--- src/rtl/cec_txctl_pkg.sv ---
package cec_txctl_pkg;
  localparam int BIT_EN  = 0;
  localparam int BIT_SOM = 1;
  localparam int BIT_EOM = 2;
  localparam int BYTE_W  = 8;
  localparam int INIT_W  = 4;

  typedef struct packed {
    logic eom;
    logic som;
    logic en;
  } ctl_bits_t;

  typedef struct packed {
    logic done;
    logic underrun;
    logic nack;
    logic error;
    logic arb_lost;
  } tx_evt_t;
endpackage

--- src/rtl/cec_txctl_evt.sv ---
module cec_txctl_evt
  import cec_txctl_pkg::*;
(
  input  tx_evt_t evt,
  input  logic    act,
  output logic    stop,
  output logic    retry
);
  logic terminal;

  always_comb begin
    terminal = evt.done | evt.underrun | evt.nack | evt.error;
    stop     = act & terminal;
    retry    = act & evt.arb_lost & ~terminal;
  end
endmodule

--- src/rtl/cec_txctl_regs.sv ---
module cec_txctl_regs
  import cec_txctl_pkg::*;
#(
  parameter int DW = 32
) (
  input  logic          clk,
  input  logic          rst,
  input  logic          wr_en,
  input  logic [DW-1:0] wr_data,
  input  logic          stop,
  output ctl_bits_t     q,
  output ctl_bits_t     nxt
);
  logic set_som;
  logic set_eom;

  always_comb begin
    set_som = wr_en & q.en & wr_data[BIT_SOM];
    set_eom = wr_en & q.en & wr_data[BIT_EOM];
    nxt.en  = wr_en ? wr_data[BIT_EN] : q.en;
    if (!nxt.en || stop) begin
      nxt.som = 1'b0;
      nxt.eom = 1'b0;
    end else begin
      nxt.som = q.som | set_som;
      nxt.eom = q.eom | set_eom;
    end
  end

  always_ff @(posedge clk) begin
    if (rst) q <= '0;
    else     q <= nxt;
  end
endmodule

--- src/rtl/cec_txctl_launch.sv ---
module cec_txctl_launch
  import cec_txctl_pkg::*;
(
  input  logic              clk,
  input  logic              rst,
  input  ctl_bits_t         q,
  input  ctl_bits_t         nxt,
  input  logic              retry,
  input  logic              rx_busy,
  input  logic              sft_expired,
  input  logic [BYTE_W-1:0] tx_byte,
  output logic              act,
  output logic              launch,
  output logic [INIT_W-1:0] initiator
);
  logic go;
  logic act_nxt;

  always_comb begin
    go = q.en & q.som & nxt.som & ~rx_busy & sft_expired & ~act;
    if (!nxt.som || retry) act_nxt = 1'b0;
    else if (go)           act_nxt = 1'b1;
    else                   act_nxt = act;
  end

  always_ff @(posedge clk) begin
    if (rst) begin
      act       <= 1'b0;
      launch    <= 1'b0;
      initiator <= '0;
    end else begin
      act    <= act_nxt;
      launch <= go;
      if (go) initiator <= tx_byte[BYTE_W-1 -: INIT_W];
    end
  end
endmodule

--- src/rtl/cec_txctl.sv ---
module cec_txctl
  import cec_txctl_pkg::*;
#(
  parameter int DW = 32
) (
  input  logic              clk,
  input  logic              rst,
  input  logic              wr_en,
  input  logic [DW-1:0]     wr_data,
  output logic [DW-1:0]     rd_data,
  input  logic [BYTE_W-1:0] tx_byte,
  input  logic              ev_done,
  input  logic              ev_underrun,
  input  logic              ev_nack,
  input  logic              ev_error,
  input  logic              ev_arb_lost,
  input  logic              rx_busy,
  input  logic              sft_expired,
  output logic              busy,
  output logic              launch,
  output logic              cur_eom,
  output logic [INIT_W-1:0] initiator
);
  ctl_bits_t ctl_q;
  ctl_bits_t ctl_nxt;
  tx_evt_t   evt;
  logic      tx_act;
  logic      stop;
  logic      retry;

  assign evt = '{done: ev_done, underrun: ev_underrun, nack: ev_nack,
                 error: ev_error, arb_lost: ev_arb_lost};

  cec_txctl_evt u_evt (
    .evt   (evt),
    .act   (tx_act),
    .stop  (stop),
    .retry (retry)
  );

  cec_txctl_regs #(.DW(DW)) u_regs (
    .clk     (clk),
    .rst     (rst),
    .wr_en   (wr_en),
    .wr_data (wr_data),
    .stop    (stop),
    .q       (ctl_q),
    .nxt     (ctl_nxt)
  );

  cec_txctl_launch u_launch (
    .clk         (clk),
    .rst         (rst),
    .q           (ctl_q),
    .nxt         (ctl_nxt),
    .retry       (retry),
    .rx_busy     (rx_busy),
    .sft_expired (sft_expired),
    .tx_byte     (tx_byte),
    .act         (tx_act),
    .launch      (launch),
    .initiator   (initiator)
  );

  always_comb begin
    rd_data          = '0;
    rd_data[BIT_EN]  = ctl_q.en;
    rd_data[BIT_SOM] = ctl_q.som;
    rd_data[BIT_EOM] = ctl_q.eom;
  end

  assign busy    = ctl_q.som;
  assign cur_eom = ctl_q.eom;
endmodule

--- config.mk ---
export PLATFORM = sky130hd
export DESIGN_NAME = cec_txctl
export DESIGN_NICKNAME = d
export VERILOG_FILES = /design/src/rtl/cec_txctl_pkg.sv /design/src/rtl/cec_txctl_evt.sv /design/src/rtl/cec_txctl_regs.sv /design/src/rtl/cec_txctl_launch.sv /design/src/rtl/cec_txctl.sv
export SDC_FILE = /design/constraint.sdc
export NUM_CORES = 1
export LEC_CHECK = 0
export ABC_AREA = 1
export BUFFER_PORTS_ARGS = -buffer_cell sky130_fd_sc_hd__buf_2
export CAP_MARGIN = 20
export CELL_PAD_IN_SITES_DETAIL_PLACEMENT = 1
export CELL_PAD_IN_SITES_GLOBAL_PLACEMENT = 2
export CORE_MARGIN = 5
export CORE_UTILIZATION = 13
export CTS_CLUSTER_SIZE = 12
export DETAILED_ROUTE_END_ITERATION = 16
export PLACE_DENSITY_LB_ADDON = 0.12
export SYNTH_ARGS = -nofsm -noshare
export SYNTH_HDL_FRONTEND = slang
export SYNTH_SLANG_ARGS = --single-unit
--- constraint.sdc ---
create_clock -name clk -period 1.41 [get_ports clk]
set_input_delay 0.282 -clock clk [delete_from_list [all_inputs] [get_ports clk]]
set_output_delay 0.282 -clock clk [all_outputs]
set_load 0.02 [all_outputs]
### Word level (Yosys, flattened, before mapping)

Index checks and enable logic that the tools add are counted.

* register bits after elaboration: 9
* input port bits: 50

* bitwise gates (word level): 19
* reductions and logical operators: 6
* multiplexer cells: 2

Operator list (number)
* AND 1 bit: 11
* bitwise OR 1 bit: 5
* OR reduction 2 bit: 2
* NOT 1 bit: 3
* logical NOT 1 bit: 2
* logical OR 1 bit: 2
* two-way mux 1 bit: 2

### Depth between registers and ports, before layout

Gate-level depths: netlist of run 1.

* depth in word-level cells: 10
* mapped depth: 7

### By module

Synthesis of run 1 repeated with hierarchy kept, for this count alone.

* cells, all modules: 98
* area, all modules: 718.2 µm²

By module, submodules not included
* cec_txctl_launch: cells each 38, area each 291.5 µm², seq. area each 120.1 µm², times used 1
* cec_txctl: cells each 32, area each 236.5 µm², seq. area each 0.0 µm², times used 1
* cec_txctl_regs: cells each 21, area each 162.7 µm², seq. area each 60.1 µm², times used 1
* cec_txctl_evt: cells each 7, area each 27.5 µm², seq. area each 0.0 µm², times used 1

### Worst setup path before layout of run 1

OpenSTA, ideal clock, no wires.

* path type: register -> register
* start point: register, netlist name u_regs.q[0]
* end point: register u_launch.act
* cell stages (with the launch flop): 6
* arrival: 1.082 ns
* slack: 0.262 ns
* library setup time: 0.066 ns
* period minus slack after synthesis: 1.148 ns
* cell sequence: dfxtp_1 > inv_2 > o21ai_4 > and2_4 > nand3_2 > a21oi_2

* cells in the longest elaborated chain, start to end: 8
* elaborated cells between the ends (all ways): 15

Ends and longest elaborated chain
* AND 1 bit / two-way mux 1 bit (equally long branches): line cec_txctl_regs.sv:18, cec_txctl_regs.sv:20
* AND 1 bit / logical NOT 1 bit (equally long branches): line cec_txctl_regs.sv:18, cec_txctl_regs.sv:21
* bitwise OR 1 bit / logical OR 1 bit (equally long branches): line cec_txctl_regs.sv:25, cec_txctl_regs.sv:21
* two-way mux 1 bit: line cec_txctl_regs.sv:21 `if (!nxt.en || stop) begin`
* AND 1 bit (4 in series): line cec_txctl_launch.sv:20 `go = q.en & q.som & nxt.som & ~rx_busy & sft_expired & ~act;`
* end signal, assigned: line cec_txctl_launch.sv:32 `act <= act_nxt;`
* end, declared: line cec_txctl_launch.sv:12 `output logic act,`

Several ways; a longest one is shown, not always the timed one.
A chain may end at the register's enable or synchronous reset.

### Final worst setup path of run 1

* start point: register, netlist name u_regs.q[0]
* end point: register u_launch.act

* cells in the longest elaborated chain, start to end: 8
* elaborated cells between the ends (all ways): 15

Ends and longest elaborated chain (line)
* AND 1 bit / two-way mux 1 bit (equally long branches): cec_txctl_regs.sv:18, cec_txctl_regs.sv:20
* AND 1 bit / logical NOT 1 bit (equally long branches): cec_txctl_regs.sv:18, cec_txctl_regs.sv:21
* bitwise OR 1 bit / logical OR 1 bit (equally long branches): cec_txctl_regs.sv:25, cec_txctl_regs.sv:21
* two-way mux 1 bit: cec_txctl_regs.sv:21
* AND 1 bit (4 in series): cec_txctl_launch.sv:20

Several ways; a longest one is shown, not always the timed one.

==> impl_metrics.toml, run 1 <==
[layout]
final_layout_size_suffix_gt1_share_pct = 32.0
net_count_final = 176
syn2layout_area_growth_pct = 19.3
layout_common_cells = "29 x conb_1, 26 x buf_2, 19 x inv_1, 13 x nand2_1, 9 x dfxtp_1"
final-instance-count-excl-fill = 197
layout_commonest_cell = "conb_1"
antennaDiodeCount = 0
post-route-util_pct = 15.7

[critical_path]
endpoint_kind = "flop"
timing.critical_path.max_delay_family = "flip-flops"
timing.setup.critical_path_class = "reg -> reg"
timing.rr.start = "u_regs.q[0]"
max_fanout_on_critical_path = 6
arrival_ns = 1.32
worst-path-buf-inv = 1
r2r_endpoint = "u_launch.act"
critical_path_required_ns = 1.58
regToRegSetupSlack_ns = 0.26
timing.critical_path.from_type = "flop"
crit_path_max_incr_delay_ns = 0.41
worst-path-stages = 5
crit_path_top_delay_cell = "dfxtp_1"
r2r.worst_path.cells = 5
path_cells = "inv_2, o21ai_4, and2_4, nand3_2, a21oi_2"

[sta]
final_critical_path_share_of_the_clock_period_pct = 81.5
setup_violations = 0
timing_max_transition_violations_final = 0
clock-skew-final_ns = 0.00319
fmax_ghz = 0.870
shortest_period_the_worst_path_allows_ns = 1.15
report.final.hold_viol_count = 0
timing.final.ws_setup_ns = 0.260
timing.setup.tns_ns = 0
rsz0062_at_grt = "false"

[synth]
ys_types = 18
synth_top_cells_by_area = "buf_4 33%, dfxtp_1 25%, inv_1 10%, nand2_1 6.8%, nor2_1 3.7%"
ffs_latches_synth = 9
ys.warnings.count = 0
synth_top_area_cell = "buf_4"
synth_cells = 98
synth_seq_area_share_pct = 25.2
syn_avg_cell_area_um2 = 7.29
syn_area_um2 = 714
yosysTopAreaCellShare_pct = 32.6

[clocking]
cts_tree = "done"
max-clock-path-buffers = 2
cts_setup_buffers = 0
cts_resized = 0
clock_tree.root_cell = "clkbuf_8"
clkLatencyLatePin_ns = 0.23
htree_levels = 1
hold_buf_count_cts = 0
number_of_buffers_created_by_cts = 3
clock_sink_count = 9
clk_transition_reported_paths_ns = 0.05

[run]
maxCapViolCount = 0

[power_and_ir_drop]
power.density_mw_per_mm2 = 816
max-vdd-ir-drop_v = 0.000169
pwr-share-comb_pct = 18.8
clockPowerShare_pct = 43.8
total_leakage_power_nw = 0.446
power.net_switching_uw = 213
power.share.switching_pct = 30.6
internal_power_uw = 482
sequentialPowerShare_pct = 37.4

[grt]
grt_pass1_wl_mm = 3.00
globalRoute.busiestLayer = "met2"
grtUsageMet3_pct = 2.16
grt_util_all_layers_pct = 5.28
met2_usage_pct = 9.33
grt_util_met1_pct = 5.52
grt_pass1_vias = 662
grt_overflow_total = 0
grt_start_max_net_pins = 8
grt_antenna_before_repair = 0

[drt]
pre_antenna_drt_iters = 2
final_antenna_net_count = 0
via_cell_ratio = 2.86
vias = 563
route.detailed.drc = 0
detail_route.wl_per_cell_um = 8.81
wirelength_mm = 1.74
drt_first_iter_violations = 10

[floorplan]
die_width_um = 84.1
rows = 27
dieArea_mm2 = 0.00708
design.portCount = 89
die_y_um = 84.1
core_region_area_mm2 = 0.00544
initial_core_util_pct = 13.1

[outcome]
status = "complete, no violations"

[placement]
gp_routability_congestion = 0.683
number_of_port_buffers = 26
place_ws_ns = 0.229
place.detailed.hpwl_mm = 1.54
dpl.cell_count = 193

[worst_hold_path]
min-delay-path-class = "in -> reg"
min_to = "u_launch.launch"
holdCritStartpoint = "rst"
min_path_cells = 2
[logic make-up after synthesis]
group	synth area share, %
buffers and inverters	43.1
and+or+nand+nor	25.2
DFF	25.2
AOI/OAI and AO/OA	5.96
other	0.525
[layout make-up]
| type | instances | area [µm²] |
|---|---|---|
| clock buffers | 4 | 45.0 |
| fillers | 687 | 4590 |
| inverters | 20 | 75.1 |
| multi-input cells | 66 | 332 |
| flip-flops and latches | 9 | 180 |
| well taps | 72 | 90.1 |
| repair buffers | 26 | 130 |
[synth_stat cells]
library cell	count
o21ai_2	1
o21ai_4	1
conb_1	1
nor2_1	7
nor2_4	1
inv_1	19
nand2_1	13
nand3_4	1
a21oi_2	2
inv_2	1
and2_4	1
nand3_1	3
buf_4	31
nand2_4	1
dfxtp_1	9
nand3_2	1
nand4_1	4
nand2_2	1
[worst reg2reg max path, cell delays in order, from the launching register on]
cell and delay (ns):
dfxtp_1 0.41, inv_2 0.06, o21ai_4 0.23, and2_4 0.21, nand3_2 0.07, a21oi_2 0.10
[state kept, by name, indices dropped and copies added (netlist names)]
name	flops
u_launch.launch	1
u_regs.q	3
u_launch.initiator	4
u_launch.act	1
[power by group through the flow]
stage / sequential [mW] / clock, mW / combinational (mW)
5_1_grt: 0.260 / 0.336 / 0.147
2_1_floorplan: 0.267 / 0 / 0.156
3_5_place_dp: 0.265 / 0 / 0.130
4_1_cts: 0.260 / 0.320 / 0.130
3_3_place_gp: 0.265 / 0 / 0.129
6_report: 0.260 / 0.305 / 0.131
[per-stage QoR]
| stage | total power [mW] | hold slack (ns) | area, µm² |
|---|---|---|---|
| 2_1_floorplan | 0.423 | 0.354 | 820 |
| 3_3_place_gp | 0.394 | 0.457 | 807 |
| 3_5_place_dp | 0.394 | 0.462 | 807 |
| 4_1_cts | 0.709 | 0.229 | 852 |
| 5_1_grt | 0.743 | 0.224 | 852 |
| 6_report | 0.695 | 0.232 | 852 |
[routing by layer]
layer / part of all wire (%) / up-vias
li1: - / 285
met1: 40 / 245
met2: 49 / 31
met3: 9.9 / 2
met4: 0.52 / 0
met5: 0 / -
[worst max-delay path by stage]
| stage | from | to |
|---|---|---|
| after floorplan | u_regs.q[0] | u_launch.act |
| after global placement | u_regs.q[0] | u_launch.act |
| after detailed placement | ev_underrun | u_launch.initiator[0] |
| after CTS | u_regs.q[0] | u_launch.initiator[0] |
| after global routing | u_regs.q[0] | u_regs.q[2] |
| final | u_regs.q[0] | u_launch.act |
No activity file was read; power rests on OpenSTA's default activity.
==> run 2: changes to the inputs <==
--- a/config.mk
+++ b/config.mk
@@ -11,7 +11,7 @@
 export CELL_PAD_IN_SITES_DETAIL_PLACEMENT = 1
 export CELL_PAD_IN_SITES_GLOBAL_PLACEMENT = 2
 export CORE_MARGIN = 5
-export CORE_UTILIZATION = 13
+export CORE_UTILIZATION = 12
 export CTS_CLUSTER_SIZE = 12
 export DETAILED_ROUTE_END_ITERATION = 16
 export PLACE_DENSITY_LB_ADDON = 0.12
==> constraint.sdc (replaced) <==
create_clock -name clk -period 1 [get_ports clk]
set_input_delay 0.2 -clock clk [delete_from_list [all_inputs] [get_ports clk]]
set_output_delay 0.2 -clock clk [all_outputs]
set_load 0.02 [all_outputs]
==> impl_metrics.toml, run 2 (synthesized netlist as in run 1, its figures left out) <==
[floorplan]
core_region_area_mm2 = 0.00585
rows = 28
die_y_um = 87.2
dieArea_mm2 = 0.00760
die_width_um = 87.2
initial_core_util_pct = 12.2
design.portCount = 89

[layout]
multiInputGateArea_um2 = 349
area.sequential_um2 = 188
net_count_final = 187
final_layout_size_suffix_gt1_share_pct = 41.2
stdcell_area_um2 = 998
layout_common_cells = "29 x conb_1, 22 x buf_2, 19 x inv_1, 11 x nand2_1, 9 x buf_4"
regMostFlops = "u_launch.initiator"
largest_register_ff_count = 4
antennaDiodeCount = 0
reg.largest.list = "u_launch.initiator (4), u_regs.q (3)"
nFillCells = 729
syn2layout_area_growth_pct = 39.8
post-route-util_pct = 17.1
layout_commonest_cell = "conb_1"

[placement]
dpl-instance-area_um2 = 861
place.detailed.hpwl_mm = 1.56
gp_routability_congestion = 0.649
number_of_port_buffers = 26

[clocking]
clkLatencyLatePin_ns = 0.24
max-clock-path-buffers = 2
clk_transition_reported_paths_ns = 0.05
clock_sink_count = 9
htree_levels = 1
clock_tree.root_cell = "clkbuf_8"
number_of_buffers_created_by_cts = 3
cts_tree = "done"

[worst_hold_path]
min_path_cells = 2
min-delay-path-class = "in -> reg"
min_to = "u_launch.launch"
holdCritStartpoint = "rst"

[critical_path]
timing.rr.start = "u_regs.q[1]"
endpoint_kind = "flop"
crit_path_max_incr_delay_ns = 0.36
critPathMostFrequentCell = "nand3_4"
critical_path_required_ns = 1.18
regToRegSetupSlack_ns = -0.07
r2r.worst_path.cells = 5
timing.setup.critical_path_class = "reg -> reg"
path_cells = "nand3_4, nor2_4, nand3_4, buf_4, nor2_1"
r2r_endpoint = "u_launch.launch"
arrival_ns = 1.24
max_fanout_on_critical_path = 6
worst-path-buf-inv = 1
timing.critical_path.from_type = "flop"
crit_path_top_delay_cell = "dfxtp_4"
timing.critical_path.max_delay_family = "simple AND/OR/NAND/NOR gates"

[drt]
pre_antenna_drt_iters = 2
wirelength_mm = 1.88
detail_route.wl_per_cell_um = 8.91
drt_first_iter_violations = 34
via_cell_ratio = 2.84
route.detailed.drc = 0
final_antenna_net_count = 0
vias = 600

[sta]
clock-skew-final_ns = 0.00193
timing.setup.tns_ns = -0.373
setup_violations = 9
fmax_ghz = 0.937
rsz0062_at_grt = "true"
final_layout_worst_hold_slack_ns = 0.144
shortest_period_the_worst_path_allows_ns = 1.07
timing.final.ws_setup_ns = -0.0667
timing_max_transition_violations_final = 0
report.final.hold_viol_count = 0
final_critical_path_share_of_the_clock_period_pct = 107

[grt]
grt_overflow_total = 0
grt_util_all_layers_pct = 4.71
grt_start_max_net_pins = 8
grt_pass1_wl_mm = 2.68
grt_antenna_before_repair = 0
grt_pass1_vias = 615

[outcome]
failed_checks = "negative setup slack"
status = "finished, violations left"

[power_and_ir_drop]
finalPower_mw = 1.02
total_leakage_power_nw = 0.511
power.density_mw_per_mm2 = 1020
internal_power_uw = 699
power.share.switching_pct = 31.4
power.net_switching_uw = 320
clockPowerShare_pct = 43.4
max-vdd-ir-drop_v = 0.000272
sequentialPowerShare_pct = 35.5
pwr-share-comb_pct = 21.1

[run]
maxCapViolCount = 0
[run 2: worst max path at each step]
stage	from	endpoint	slack (ns)	cells after the start
floorplan	u_regs.q[0]	u_launch.act	-0.01	5
global placement	rx_busy	u_launch.initiator[0]	-0.06	8
detailed placement	rx_busy	u_launch.initiator[0]	-0.1	8
CTS	u_regs.q[0]	u_launch.initiator[0]	-0.07	6
global route	u_regs.q[1]	u_launch.initiator[1]	-0.14	6
finish	u_regs.q[1]	u_launch.launch	-0.07	5
[run 2: power groups by stage]
stage | clock network, mW | registers [mW] | logic (mW)
2_1_floorplan | 0 | 0.372 | 0.221
3_3_place_gp | 0 | 0.368 | 0.194
3_5_place_dp | 0 | 0.368 | 0.195
5_1_grt | 0.471 | 0.362 | 0.234
6_report | 0.442 | 0.362 | 0.215
4_1_cts | 0.454 | 0.361 | 0.211
[run 2: metal layers]
| metal | part of all wire (%) | vias to the layer above | track usage, % | wire length [µm] |
|---|---|---|---|---|
| li1 | - | 307 | - | - |
| met1 | 37 | 261 | 5.09 | 701 |
| met2 | 50 | 28 | 7.45 | 942 |
| met3 | 10 | 4 | 2.18 | 195 |
| met4 | 2.2 | 0 | 2.93 | 41 |
| met5 | 0 | - | 0 | 0 |
[run 2: timing repair]
| item | CTS | global route |
|---|---|---|
| resized for setup | 9 | 5 |
| pin swaps | 7 | 7 |
| hold buffers | 0 | 0 |
| setup buffers | 4 | 2 |
| endpoints found under the setup margin | 10 | 11 |
[run 2: per-stage QoR]
step           worst slack, ns  std cells
6_report               -0.0667        211
5_1_grt                 -0.140        211
4_1_cts                -0.0653        209
3_5_place_dp           -0.0993        201
3_3_place_gp           -0.0603        201
2_1_floorplan          -0.0138        126
[run 2: final cells by class]
| type | instances | area share, % |
|---|---|---|
| Sequential cell | 9 | 18.8 |
| Clock buffer | 4 | 4.51 |
| Tap cell | 75 | 9.40 |
| Multi-Input combinational cell | 66 | 35.0 |
| Timing Repair Buffer | 37 | 24.6 |
| Inverter | 20 | 7.77 |
==> run 3: changes to the inputs <==
--- a/config.mk
+++ b/config.mk
@@ -11,7 +11,7 @@
 export CELL_PAD_IN_SITES_DETAIL_PLACEMENT = 1
 export CELL_PAD_IN_SITES_GLOBAL_PLACEMENT = 2
 export CORE_MARGIN = 5
-export CORE_UTILIZATION = 12
+export CORE_UTILIZATION = 13
 export CTS_CLUSTER_SIZE = 12
 export DETAILED_ROUTE_END_ITERATION = 16
 export PLACE_DENSITY_LB_ADDON = 0.12
==> constraint.sdc (replaced) <==
create_clock -name clk -period 1.2 [get_ports clk]
set_input_delay 0.24 -clock clk [delete_from_list [all_inputs] [get_ports clk]]
set_output_delay 0.24 -clock clk [all_outputs]
set_load 0.02 [all_outputs]
==> impl_metrics.toml, run 3 (synthesized netlist as in run 1, its figures left out) <==
[layout]
antennaDiodeCount = 0
layout_commonest_cell = "conb_1"
stdcell_area_um2 = 890
net_count_final = 180
largest_register_ff_count = 4
nFillCells = 678
regMostFlops = "u_launch.initiator"
layout_common_cells = "29 x conb_1, 26 x buf_2, 19 x inv_1, 13 x nand2_1"
post-route-util_pct = 16.4
reg.largest.list = "u_launch.initiator (4), u_regs.q (3)"
syn2layout_area_growth_pct = 24.5
final_layout_size_suffix_gt1_share_pct = 36.4

[run]
maxCapViolCount = 0

[sta]
timing.setup.tns_ns = 0
shortest_period_the_worst_path_allows_ns = 1.08
clock-skew-final_ns = 0.00345
setup_violations = 0
rsz0062_at_grt = "true"
fmax_ghz = 0.926
final_critical_path_share_of_the_clock_period_pct = 90.0
report.final.hold_viol_count = 0
final_layout_worst_hold_slack_ns = 0.187
timing_max_transition_violations_final = 0

[placement]
gp_routability_congestion = 0.683
number_of_port_buffers = 26
dpl-instance-area_um2 = 815
place.detailed.hpwl_mm = 1.54

[power_and_ir_drop]
power.density_mw_per_mm2 = 935
pwr-share-comb_pct = 19.9
internal_power_uw = 575
max-vdd-ir-drop_v = 0.000194
sequentialPowerShare_pct = 36.7
total_leakage_power_nw = 0.467
clockPowerShare_pct = 43.5
finalPower_uw = 832
power.share.switching_pct = 30.8
power.net_switching_uw = 256

[drt]
detail_route.wl_per_cell_um = 8.87
final_antenna_net_count = 0
vias = 578
route.detailed.drc = 0
via_cell_ratio = 2.88
wirelength_mm = 1.78
drt_first_iter_violations = 33
pre_antenna_drt_iters = 3

[floorplan]
design.portCount = 89
core_region_area_mm2 = 0.00544
initial_core_util_pct = 13.1
die_y_um = 84.1
die_width_um = 84.1
dieArea_mm2 = 0.00708
rows = 27

[clocking]
clkLatencyLatePin_ns = 0.23
cts_tree = "done"
hold_buf_count_cts = 0
clk_transition_reported_paths_ns = 0.05
clock_tree.root_cell = "clkbuf_8"
number_of_buffers_created_by_cts = 3
max-clock-path-buffers = 2
htree_levels = 1
clock_sink_count = 9

[critical_path]
timing.critical_path.max_delay_family = "flip-flops"
timing.critical_path.from_type = "flop"
path_cells = "inv_2, o21ai_4, buf_4, nand4_1, nand2_1, nor2_1"
critical_path_required_ns = 1.33
timing.setup.critical_path_class = "reg -> reg"
crit_path_max_incr_delay_ns = 0.36
crit_path_top_delay_cell = "dfxtp_2"
endpoint_kind = "flop"
worst-path-buf-inv = 2
max_fanout_on_critical_path = 4
arrival_ns = 1.21

[grt]
grt_antenna_before_repair = 0
grt_overflow_total = 0
grt_pass1_wl_mm = 2.95
grt_pass1_vias = 629
grt_start_max_net_pins = 8
grt_util_all_layers_pct = 5.20

[outcome]
status = "complete, no violations"

[worst_hold_path]
min-delay-path-class = "in -> reg"
## run 3: changes by cell type in the layout (fill, tap and decap cells not counted)
cell,previous run,this run
inv_4,1,0
nand3_2,1,2
buf_2,22,26
inv_2,0,1
nand2_1,11,13
buf_4,9,4
dfxtp_4,2,0
buf_6,6,0
nand2_2,3,1
nand3_4,2,1
dfxtp_2,0,2
## run 3: layer usage
layer  vias to the layer above  GRT usage (%)  wire length, µm
met5                         -              0                0
met4                         0           2.19               12
met3                         2           2.16              195
met2                        33           9.18              887
met1                       251           5.40              688
li1                        292              -                -
## run 3: stage by stage
step	worst slack [ns]	cells
final	0.120	201
after detailed placement	0.0521	194
after floorplan	0.0516	126
after global placement	0.0599	194
after global routing	-0.0253	201
after CTS	0.0277	198
## run 3: repair_timing
action                                  CTS  global route
setup buffers                             0             3
gates resized for setup                   0             3
endpoints found under the setup margin    0             6
## run 3: power by group through the flow
stage               Clock, mW  Sequential [mW]  Combinational, mW
floorplan                   0            0.313              0.184
global placement            0            0.311              0.155
detailed placement          0            0.311              0.155
CTS                     0.375            0.305              0.155
global route            0.391            0.305              0.182
finish                  0.361            0.305              0.165
## run 3: path summary, 6_finish.rpt
| check | startpoint | to | slack, ns | depth (start not counted) |
|---|---|---|---|---|
| worst max-delay path | u_regs.q[0] | u_launch.initiator[2] | 0.12 | 6 |
| worst min-delay path | rst | u_launch.launch | 0.19 | 2 |
| worst max register to register | u_regs.q[0] | u_launch.initiator[2] | 0.12 | 6 |
| worst min register to register | u_regs.q[2] | u_regs.q[2] | 0.47 | 2 |
## run 3: layout make-up
type                       instances  area (µm²)  share of cell area, %
tap                               72        90.1                   10.1
sequential                         9         183                   20.5
timing repair buffer              30         160                   18.0
multi-input combinational         66         337                   37.8
clock buffer                       4        45.0                   5.06
inverter                          20        75.1                   8.44
